==> config.mk <==
export PLATFORM = sky130hd
export DESIGN_NAME = qenc_counter
export DESIGN_NICKNAME = d
export VERILOG_FILES = /design/src/rtl/qenc_counter.sv
export SDC_FILE = /design/constraint.sdc
export NUM_CORES = 1
export LEC_CHECK = 0
export ABC_CLOCK_PERIOD_IN_PS = 5280
export BUFFER_PORTS_ARGS = -buffer_cell sky130_fd_sc_hd__buf_2
export CAP_MARGIN = 10
export CORE_MARGIN = 2
export CORE_UTILIZATION = 52
export CTS_CLUSTER_DIAMETER = 60
export DETAILED_ROUTE_END_ITERATION = 8
export HOLD_SLACK_MARGIN = 0.02
export MAX_ROUTING_LAYER = met4
export PLACE_DENSITY = 0.77
export SLEW_MARGIN = 5
export SYNTH_ARGS = -nofsm -noshare
export SYNTH_HDL_FRONTEND = slang
export SYNTH_SLANG_ARGS = --single-unit
==> constraint.sdc <==
create_clock -name clk -period 5.28 [get_ports clk]
set_input_delay 0.528 -clock clk [delete_from_list [all_inputs] [get_ports clk]]
set_output_delay 0.528 -clock clk [all_outputs]
set_load 0.02 [all_outputs]
==> src/rtl/qenc_counter.sv <==
module qenc_counter #(
  parameter int CNT_W  = 32,
  parameter int FILT_W = 8
) (
  input  logic             clk,
  input  logic             rst_n,
  input  logic             ch_a,
  input  logic             ch_b,
  input  logic             zmark,
  input  logic             strobe,
  input  logic             wr_en,
  input  logic [2:0]       addr,
  input  logic [CNT_W-1:0] wr_data,
  output logic [CNT_W-1:0] rd_data,
  output logic [CNT_W-1:0] count,
  output logic [CNT_W-1:0] zero_latch,
  output logic [CNT_W-1:0] strobe_latch,
  output logic             err_irq
);

  localparam logic [2:0] A_CTRL = 3'd0;
  localparam logic [2:0] A_MAX  = 3'd1;
  localparam logic [2:0] A_FILT = 3'd2;
  localparam logic [2:0] A_CNT  = 3'd3;
  localparam logic [2:0] A_ZL   = 3'd4;
  localparam logic [2:0] A_SL   = 3'd5;
  localparam logic [2:0] A_STAT = 3'd6;

  localparam logic [1:0] POL_FREE = 2'd0;
  localparam logic [1:0] POL_MRK  = 2'd1;
  localparam logic [1:0] POL_ONE  = 2'd2;
  localparam logic [1:0] POL_WRAP = 2'd3;

  localparam int NPIN = 4;

  logic [4:0]        ctrl_q;
  logic [CNT_W-1:0]  max_q;
  logic [FILT_W-1:0] flen_q;
  logic [CNT_W-1:0]  cnt_q;
  logic              err_q;
  logic              armed_q;
  logic              dir_fwd_q;

  logic [NPIN-1:0]   s1_q, s2_q, flt_q, pf_q;
  logic [FILT_W-1:0] fcnt_q [NPIN];

  wire       mode_fd = ctrl_q[0];
  wire       zmode   = ctrl_q[1];
  wire       smode   = ctrl_q[2];
  wire [1:0] pol     = ctrl_q[4:3];

  wire wr_ctrl = wr_en && addr == A_CTRL;
  wire wr_cnt  = wr_en && addr == A_CNT;
  wire wr_clr  = wr_en && addr == A_STAT && wr_data[0];

  // synchronizer and per-pin glitch filter
  always_ff @(posedge clk or negedge rst_n) begin
    if (!rst_n) begin
      s1_q  <= '0;
      s2_q  <= '0;
      flt_q <= '0;
      pf_q  <= '0;
      for (int i = 0; i < NPIN; i++) fcnt_q[i] <= '0;
    end else begin
      s1_q <= {strobe, zmark, ch_b, ch_a};
      s2_q <= s1_q;
      pf_q <= flt_q;
      for (int i = 0; i < NPIN; i++) begin
        if (s2_q[i] == flt_q[i])
          fcnt_q[i] <= '0;
        else if ({1'b0, fcnt_q[i]} + 1'b1 >= {1'b0, flen_q}) begin
          flt_q[i]  <= s2_q[i];
          fcnt_q[i] <= '0;
        end else
          fcnt_q[i] <= fcnt_q[i] + 1'b1;
      end
    end
  end

  wire a  = flt_q[0];
  wire b  = flt_q[1];
  wire da = a ^ pf_q[0];
  wire db = b ^ pf_q[1];

  wire q_err  = !mode_fd && da && db;
  wire step   = mode_fd ? (a && !pf_q[0]) : (da ^ db);
  wire up     = mode_fd ? b : (a ^ pf_q[1]);

  wire z_rise = flt_q[2] && !pf_q[2];
  wire z_fall = !flt_q[2] && pf_q[2];
  wire s_rise = flt_q[3] && !pf_q[3];
  wire s_fall = !flt_q[3] && pf_q[3];
  wire z_evt  = zmode ? (dir_fwd_q ? z_rise : z_fall) : z_rise;
  wire s_evt  = smode ? (dir_fwd_q ? s_rise : s_fall) : s_rise;

  wire mrk_clr = z_evt && (pol == POL_MRK || (pol == POL_ONE && armed_q));

  logic [CNT_W-1:0] cnt_step;
  always_comb begin
    if (pol == POL_WRAP)
      cnt_step = up ? ((cnt_q == max_q) ? '0 : cnt_q + 1'b1)
                    : ((cnt_q == '0) ? max_q : cnt_q - 1'b1);
    else
      cnt_step = up ? cnt_q + 1'b1 : cnt_q - 1'b1;
  end

  always_ff @(posedge clk or negedge rst_n) begin
    if (!rst_n) begin
      ctrl_q       <= '0;
      max_q        <= '0;
      flen_q       <= '0;
      cnt_q        <= '0;
      zero_latch   <= '0;
      strobe_latch <= '0;
      err_q        <= 1'b0;
      armed_q      <= 1'b0;
      dir_fwd_q    <= 1'b1;
    end else begin
      if (wr_ctrl) ctrl_q <= wr_data[4:0];
      if (wr_en && addr == A_MAX)  max_q  <= wr_data;
      if (wr_en && addr == A_FILT) flen_q <= wr_data[FILT_W-1:0];

      if (wr_cnt)       cnt_q <= wr_data;
      else if (mrk_clr) cnt_q <= '0;
      else if (step)    cnt_q <= cnt_step;

      if (step) dir_fwd_q <= up;

      if (wr_ctrl)                      armed_q <= 1'b1;
      else if (pol == POL_ONE && z_evt) armed_q <= 1'b0;

      if (z_evt) zero_latch   <= cnt_q;
      if (s_evt) strobe_latch <= cnt_q;

      if (q_err)       err_q <= 1'b1;
      else if (wr_clr) err_q <= 1'b0;
    end
  end

  assign count   = cnt_q;
  assign err_irq = err_q;

  always_comb begin
    case (addr)
      A_CTRL:  rd_data = {{(CNT_W-5){1'b0}}, ctrl_q};
      A_MAX:   rd_data = max_q;
      A_FILT:  rd_data = {{(CNT_W-FILT_W){1'b0}}, flen_q};
      A_CNT:   rd_data = cnt_q;
      A_ZL:    rd_data = zero_latch;
      A_SL:    rd_data = strobe_latch;
      A_STAT:  rd_data = {{(CNT_W-1){1'b0}}, err_q};
      default: rd_data = '0;
    endcase
  end

  AST_STEP_BOUNDED: assert property (@(posedge clk) disable iff (!rst_n)
    (pol == POL_FREE && !wr_cnt) |=>
      (count == $past(count) || count == $past(count) + 1'b1 || count == $past(count) - 1'b1));
  AST_ERR_SETS: assert property (@(posedge clk) disable iff (!rst_n)
    q_err |=> err_irq);
  AST_ERR_STICKY: assert property (@(posedge clk) disable iff (!rst_n)
    (err_q && !wr_clr) |=> err_irq);
  AST_ERR_HOLDS_COUNT: assert property (@(posedge clk) disable iff (!rst_n)
    (q_err && !wr_cnt && !mrk_clr) |=> $stable(count));
  AST_ZLATCH_CAPTURE: assert property (@(posedge clk) disable iff (!rst_n)
    z_evt |=> zero_latch == $past(count));
  AST_WRAP_TOP: assert property (@(posedge clk) disable iff (!rst_n)
    (pol == POL_WRAP && step && up && cnt_q == max_q && !wr_cnt) |=> count == '0);
  AST_SINGLE_ONCE: assert property (@(posedge clk) disable iff (!rst_n)
    (!armed_q && !wr_ctrl) |=> !armed_q);

endmodule

== After elaboration in Yosys (flattened, before gate mapping) ==
Cells that the tools add are included.
Storage, ports and cells
  register bits after elaboration: 192
  input bits: 42
Cells by class
  add/subtract/negate cells: 10
  order comparisons: 4
  equality and inequality tests: 14
  mux-type cells: 27
  bitwise logic cells: 8
  reductions and logical operators: 32
Operator list (number)
  $mux 32: 8
  $pmux 32 s7: 1
  $mux 8: 8
  $add 8x1->9 const B: 4
  $ge 9x8->1: 4
  $add 32x1->32 const B: 1
  $add 8x1->8 const B: 4
  $eq 32x32->1: 1
  $logic_not 32->1: 1
  $sub 32x1->32 const B: 1
  $logic_and 1x1->1: 16
  $mux 1: 10
  $eq 3x3->1 const B: 3
  $reduce_and 2->1: 4
  $eq 3x2->1 const B: 2
  $logic_not 1->1: 6
  $eq 1x1->1: 4
  $eq 2x2->1 const B: 2
  $not 1->1: 4
  $reduce_bool 2->1: 2
  $xor 1x1->1: 4
  $eq 3x1->1 const B: 1
  $logic_not 3->1: 1
  $reduce_bool 3->1: 1
  other kinds (2): 2

== Logic depth before layout (Yosys ltp) ==
Gate-level depths: netlist of run 1.
  depth after elaboration: 7
  depth in mapped cells: 11
  depth with buffers taken out: 10

== Worst setup path before layout of run 1 ==
OpenSTA, ideal clock, no wires.
  path type: register to register
  start: register cnt_q[0] (netlist: count[0])
  end: register cnt_q[24] (netlist: count[24])
  arrival time: 2.778 ns
  setup slack: 2.380 ns
  cell stages (with the launch flop): 12
  buffers on the path: 2
  clock period less this slack: 2.900 ns
  cell sequence: dfrtp_1 -> clkbuf_1 -> inv_1 -> ha_1 -> or4b_2 -> buf_2 -> nor4_4 -> nand2_1 -> nor3b_1 -> xnor2_1 -> a21oi_1 -> o22a_1
On the way
  word-level cells in the longest chain between the ends: 7
  elaborated cells on any way between the ends: 12
  those cells by class: 2 x add/sub; 1 x eq/ne; 8 x mux; 1 x reduce/logical
Ends and longest elaborated chain
  start: declaration: line 39  | logic [CNT_W-1:0] cnt_q;
  start signal: assignment: line 123  | if (wr_cnt) cnt_q <= wr_data;
  start signal: assignment: line 125  | else if (step) cnt_q <= cnt_step;
  $sub 32x1->32 (tied with other cells): line 102, 104
  $mux 32, on equally long branches: line 102, 101
  $mux 32: line 101  | cnt_step = up ? ((cnt_q == max_q) ? '0 : cnt_q + 1'b1)
  $mux 32 *: line 100  | if (pol == POL_WRAP)
  $mux 32 *: line 125
  $mux 32 *: line 124  | else if (mrk_clr) cnt_q <= '0;
  $mux 32 *: line 123
Mark *: on every way between the ends. The rest lies on a longest branch, timed or not. The select of a mux whose other input is x is not followed.
A chain may end at the register's enable or synchronous reset.

== Final worst setup path of run 1 ==
  start: input addr[0]
  end: register cnt_q[15] (netlist: count[15])
On the way
  word-level cells in the longest chain between the ends: 3
  elaborated cells on any way between the ends: 4
  those cells by class: 1 x eq/ne; 1 x mux; 2 x reduce/logical
Ends and longest elaborated chain
  start: declaration: line 12  | input logic [2:0] addr,
  $eq 3x2->1 *: line 53  | wire wr_cnt = wr_en && addr == A_CNT;
  $logic_and 1x1->1 *: line 53
  $reduce_bool 3->1 (no source line) or $mux 32 (tied branches)
Mark *: on every way between the ends. The rest lies on a longest branch, timed or not.

==> flow_summary_export.csv, run 1 <==
group,metric,value,unit
clock_network,cts_made_buffers,17,
drt,dr.pass1.iters,7,
placed_design,place_ws,1.34,ns
worst_setup_path,worstPathMaxFanout,31,
drt,vias_per_cell,6.21,
placed_design,dpl.cell_count,1522,
yosys,synth_seq_cells,192,
timing,finalWorstSetupSlack,1.73,ns
placed_design,place_congestion,0.950,
worst_setup_path,worstPathRequired,5.64,ns
yosys,yosysMostFrequentCell,"dfrtp_1",
timing,timing_worst_slew_pin_value,1.20,ns
clock_network,cts_tree,"done",
yosys,synth_top_cells_by_count,"191 x dfrtp_1, 106 x mux2_2, 103 x nand2_1, 57 x xor2_1, 56 x clkbuf_1",
clock_network,clockRootBuffer,"clkbuf_16",
yosys,netlist_area,11600,um2
worst_setup_path,startpoint_type,"primary input",
power_and_ir_drop,power.total,7.85,mW
timing,period_share,0.672,
timing,setup_tns,0,ns
power_and_ir_drop,ir_worst_vdd,0.000400,V
die,coreArea,21900,um2
global_routing,grt_pass1_wl,52.3,mm
drt,wire_per_inst,20.9,um
yosys,syn_area_per_cell,10.2,um2
timing,fmax,282,MHz
final_layout,area_growth,13.2,%
clock_network,clockBufferDepth,2,
die,initial_utilization,0.530,
yosys,yosys_warnings,0,
final_layout,final_area,13100,um2
final_layout,drive_gt1_frac,0.286,
final_layout,final_util,0.600,
timing,setup_viol,0,
yosys,syn-num-nets,1223,
timing,rsz0062_at_grt,"false",
die,placementRows,54,
timing,report.final.slew_viol_count,0,
die,die_y,153,um
die,die_x,153,um
timing,finalHoldViolCount,0,
hold_path,hold_path.class,"in2async",
drt,vias,9658,
timing,fin_skew,0.0138,ns
clock_network,htreeDepth,4,
placed_design,hpwl,22.9,mm
placed_design,port_buffers,170,
power_and_ir_drop,power_density,598,nW/um2
yosys,yosys-top-cells-area,"dfrtp_1 41%, mux2_2 10%, ha_1 4.3%, xor2_1 4.3%, xnor2_1 3.7%",
die,ios,171,
drt,drc,0,
run_status,outcome,"finished, final reports clean",
clock_network,cts_resized,0,
drt,final_antenna_net_count,0,
yosys,syn_inst,1141,
global_routing,antenna_found_initial,0,
yosys,synth_top_area_cell,"dfrtp_1",
timing,holdWs,0.171,ns
timing,relSlewSlack,0.196,
yosys,ys_dominant_reg_cell,"dfrtp_1",
clock_network,clock_latency,0.44,ns
worst_setup_path,critPathKind,"in2reg",
final_layout,finalNonFillerCells,1554,
clock_network,post_cts_buffers,0,
final_layout,fin_nets,1343,
timing,post-route-min-period,3.55,ns
yosys,yosysSeqAreaShare,0.414,
flow_run,maxCapViolations,0,
global_routing,track_usage,0.286,
global_routing,grt_max_degree,109,
drt,drtIter0Drc,989,
clock_network,holdBufCountCts,0,
worst_setup_path,critPathArrivalTime,3.91,ns
final_layout,num_antenna_cells,0,
power_and_ir_drop,leakagePower,6.03,nW
yosys,synth_top_area_frac,0.412,
yosys,ys_types,67,
worst_setup_path,cp-end-kind,"flip-flop",
yosys,async_flop_share,1.00,
clock_network,clk_pin_slew,0.07,ns
clock_network,clock-sinks,192,
global_routing,grt_pass1_vias,9519,
drt,routed_wirelength,32.5,mm
die,dieArea,23500,um2
placed_design,placed_cell_area,12600,um2
global_routing,gr-total-overflow,0,
yosys,synth_edf_count,0,
-- cell type report --
type                       instances  area (um2)
clock inverter                    11        80.1
tap                              280         350
fill                            1849        8750
clock buffer                      21         470
inverter                          23        86.3
timing repair buffer             185         972
sequential                       192        4810
multi-input combinational        842        6370
-- cells in the final DEF, fill, tap and decap left out, types with 10 or more instances in the layout --
master	n
nand3_1	34
o211ai_1	18
nor4_1	17
dfrtp_1	191
nand4_1	18
o21ai_1	13
mux2_2	106
inv_1	23
xnor2_1	49
nor2_1	40
o21ai_0	32
mux2i_1	10
ha_1	40
o22ai_1	10
nor3_1	16
a21oi_1	32
buf_4	15
nor2b_1	28
xor2_1	57
buf_2	169
and3_1	16
a21o_1	14
nand2_1	103
clkbuf_16	17
a211oi_1	14
a22oi_1	53
-- sequential cells by signal (all words and copies together) (netlist names) --
register and count:
fcnt_q 32, strobe_latch 32, flt_q 4, count 32, flen_q 8, zero_latch 32
ctrl_q 5, max_q 32, s2_q 4, armed_q 1, dir_fwd_q 1, s1_q 4
err_irq 1, pf_q 4
-- cells by family (layout without fill, tap and decap cells) --
| group | count (synthesis) | count (layout) | share of synthesized area |
|---|---|---|---|
| and+or+nand+nor | 331 | 331 | 0.151 |
| muxes | 121 | 121 | 0.121 |
| adders and majority gates | 40 | 40 | 0.0431 |
| DFF | 192 | 192 | 0.414 |
| buffers and inverters | 107 | 240 | 0.0405 |
| xor gates and xnor gates | 107 | 107 | 0.0820 |
| AOI/OAI and AO/OA | 243 | 243 | 0.148 |
-- where the power goes --
| group | leakage [nW] | total (mW) | internal [mW] | switching (mW) |
|---|---|---|---|---|
| sequential | 2.39 | 2.77 | 1.96 | 0.807 |
| combinational | 3.37 | 3.86 | 1.63 | 2.23 |
| clock | 0.274 | 1.22 | 0.643 | 0.577 |
-- critical path: stages --
cell	delay, ns
buf_2	0.28
and3b_1	0.27
buf_4	0.25
and2_1	0.22
buf_4	0.20
a21oi_1	0.68
and2_1	0.34
and2_1	0.74
a221oi_1	0.20
o21ai_0	0.19
-- final timing paths --
check,slack [ns],from,end,cells after the start
setup / recovery,1.73,addr[0],count[15],10
hold / removal,0.17,rst_n,strobe_latch[23],1
setup reg to reg,1.77,count[0],count[24],9
hold reg to reg,0.35,s1_q[0],s2_q[0],0
max in group asynchronous,3.97,rst_n,strobe_latch[10],2
min in group clk,0.19,ch_b,s1_q[1],1
-- routing by layer --
layer / vias up / share of wire / global-route usage
li1: 4383 / - / -
met1: 4729 / 0.42 / 0.375
met2: 462 / 0.48 / 0.444
met3: 84 / 0.075 / 0.0519
met4: 0 / 0.034 / 0.111
met5: - / 0 / -
Note: power is estimated with default switching activity, not from simulation.
==> run 2: changes to the inputs <==
- ABC_CLOCK_PERIOD_IN_PS: 5280 -> 3600
- clock period: 5.28 -> 3.6 ns (I/O delays scaled with it)
==> run 2 against run 1 <==
Effect of this change:
- the run now ends with hold timing left
- design area grew 2.3%
- utilization increased by 1.4 points
- first-iteration DRC count is 28% lower
- clock power grew 52%
- critical endpoint is now count[24]
- largest power group unchanged
==> flow_summary_export.csv, run 2 (same netlist as run 1, synthesis figures left out) <==
group,metric,value,unit
run_status,outcome,"finished, violations left",
run_status,violations,"hold timing",
final_layout,mostFrequentLayoutCell,"dfrtp_1",
placed_design,hpwl,23.5,mm
timing,holdWs,-0.0389,ns
timing,fin_skew,0.0131,ns
timing,finalHoldViolCount,13,
timing,rsz0062_at_grt,"false",
worst_setup_path,critical_path.startpoint,"count[9]",
power_and_ir_drop,power_density,882,nW/um2
placed_design,dpl.cell_count,1555,
global_routing,grt_pass1_vias,9759,
die,initial_utilization,0.530,
worst_setup_path,critPathKind,"reg2reg",
drt,wl_met2,16.1,mm
placed_design,place_congestion,0.947,
drt,highest_layer,"met4",
drt,dr.pass1.iters,5,
drt,final_antenna_net_count,0,
power_and_ir_drop,ir_worst_vdd,0.000565,V
clock_network,clock-sinks,192,
final_layout,drive_gt1_frac,0.303,
drt,vias_per_cell,6.22,
timing,setup_tns,0,ns
die,ios,171,
final_layout,area_growth,15.8,%
drt,wire_per_inst,21.0,um
timing,period_share,0.892,
final_layout,fin_nets,1380,
worst_setup_path,reg2reg_from,"count[9]",
worst_setup_path,rr_worst_depth,7,
drt,drc,0,
die,coreArea,21900,um2
clock_network,clockBufferDepth,2,
drt,routed_wirelength,33.3,mm
drt,drtIter0Drc,710,
drt,wirelength_met1,14.3,mm
clock_network,clock_latency,0.45,ns
worst_setup_path,startpoint_type,"flip-flop",
clock_network,cts_tree,"done",
hold_path,hold_path.class,"in2async",
clock_network,htreeDepth,4,
global_routing,track_usage,0.296,
worst_setup_path,worstPathRequired,3.93,ns
worst_setup_path,worstPathCellList,"xor2_1 -> nor4_1 -> nand4_1 -> or4_1 -> and2_1 -> a221o_1 -> o22a_1",
clock_network,clockRootBuffer,"clkbuf_16",
worst_setup_path,cp-end-kind,"flip-flop",
global_routing,grt_pass1_wl,53.8,mm
timing,fmax,311,MHz
placed_design,port_buffers,170,
timing,setup_viol,0,
worst_setup_path,critPathArrivalTime,3.54,ns
die,dieArea,23500,um2
final_layout,final_cell_mix,"191 x dfrtp_1, 169 x buf_2, 106 x mux2_2, 103 x nand2_1, 57 x xor2_1",
worst_setup_path,rrSetupSlack,0.39,ns
timing,relSlewSlack,0.351,
clock_network,clk_pin_slew,0.07,ns
final_layout,finalNonFillerCells,1588,
global_routing,antenna_found_initial,0,
clock_network,cts_resized,0,
power_and_ir_drop,leakagePower,6.21,nW
clock_network,cts_made_buffers,17,
clock_network,holdBufCountCts,4,
timing,timing_worst_slew_pin_value,0.971,ns
global_routing,gr-total-overflow,0,
die,die_x,153,um
final_layout,num_antenna_cells,0,
power_and_ir_drop,power.total,11.9,mW
worst_setup_path,worstPathMaxFanout,18,
worst_setup_path,cp-endpoint,"count[24]",
worst_setup_path,crit_slowest_cell,"or4_1",
die,die_y,153,um
timing,report.final.slew_viol_count,0,
flow_run,maxCapViolations,0,
drt,vias,9885,
drt,met3WireLength,2.23,mm
clock_network,post_cts_buffers,0,
die,placementRows,54,
worst_setup_path,critPathMaxStageDelay,0.71,ns
timing,post-route-min-period,3.21,ns
global_routing,grt_max_degree,97,
worst_setup_path,r2r-end,"count[24]",
run 2: cell types whose count changed in the layout (fill, tap and decap cells not counted):
cell           previous run  this run
clkbuf_1                  1         0
bufinv_16                 0         1
buf_12                    0         1
clkinv_4                  4         2
dlygate4sd3_1             0         4
clkinvlp_4                1         2
inv_6                     2         1
buf_4                    15        47
clkinv_2                  4         3
run 2: cell type report:
cell class	instances	area (um2)
fillers	1844	8450
repair buffers	222	1270
clock inverters	9	86.3
multi-input cells	842	6370
flip-flops and latches	192	4810
clock buffers	20	467
inverters	23	86.3
well taps	280	350
run 2: stage by stage:
stage	utilization	setup slack [ns]	instance area (um2)	hold slack, ns
finish	0.614	0.388	13400	-0.0389
global route	0.614	0.190	13400	0.0302
CTS	0.614	0.450	13400	0.0254
detailed placement	0.587	0.498	12800	0.335
global placement	0.587	0.501	12800	0.333
floorplan	-	0.700	11600	0.0644
run 2: worst min path at each step:
stage | startpoint | to | slack, ns | cells after the start
after detailed placement | s1_q[0] | s2_q[0] | 0.33 | 0
after global placement | s1_q[0] | s2_q[0] | 0.33 | 0
after floorplan | rst_n | armed_q | 0.06 | 0
after global routing | rst_n | zero_latch[23] | 0.03 | 1
final | rst_n | zero_latch[23] | -0.04 | 1
after CTS | rst_n | strobe_latch[23] | 0.03 | 1
run 2: critical path, delay by kind of cell (launching register included):
family	cells	cell delay, ns
AO/OA/AOI/OAI	2	0.59
XOR/XNOR	1	0.23
flip-flops	1	0.52
AND/OR/NAND/NOR	4	1.76
run 2: power by group:
part	total (mW)	internal (mW)	switching, mW
Sequential	3.72	2.89	0.832
Clock	1.85	0.998	0.851
Combinational	6.29	2.59	3.70
run 2: metal layers:
| layer | GRT usage | up-vias |
|---|---|---|
| met5 | - | - |
| met4 | 0.0931 | 0 |
| met2 | 0.472 | 448 |
| li1 | - | 4451 |
| met1 | 0.395 | 4924 |
| met3 | 0.0391 | 62 |
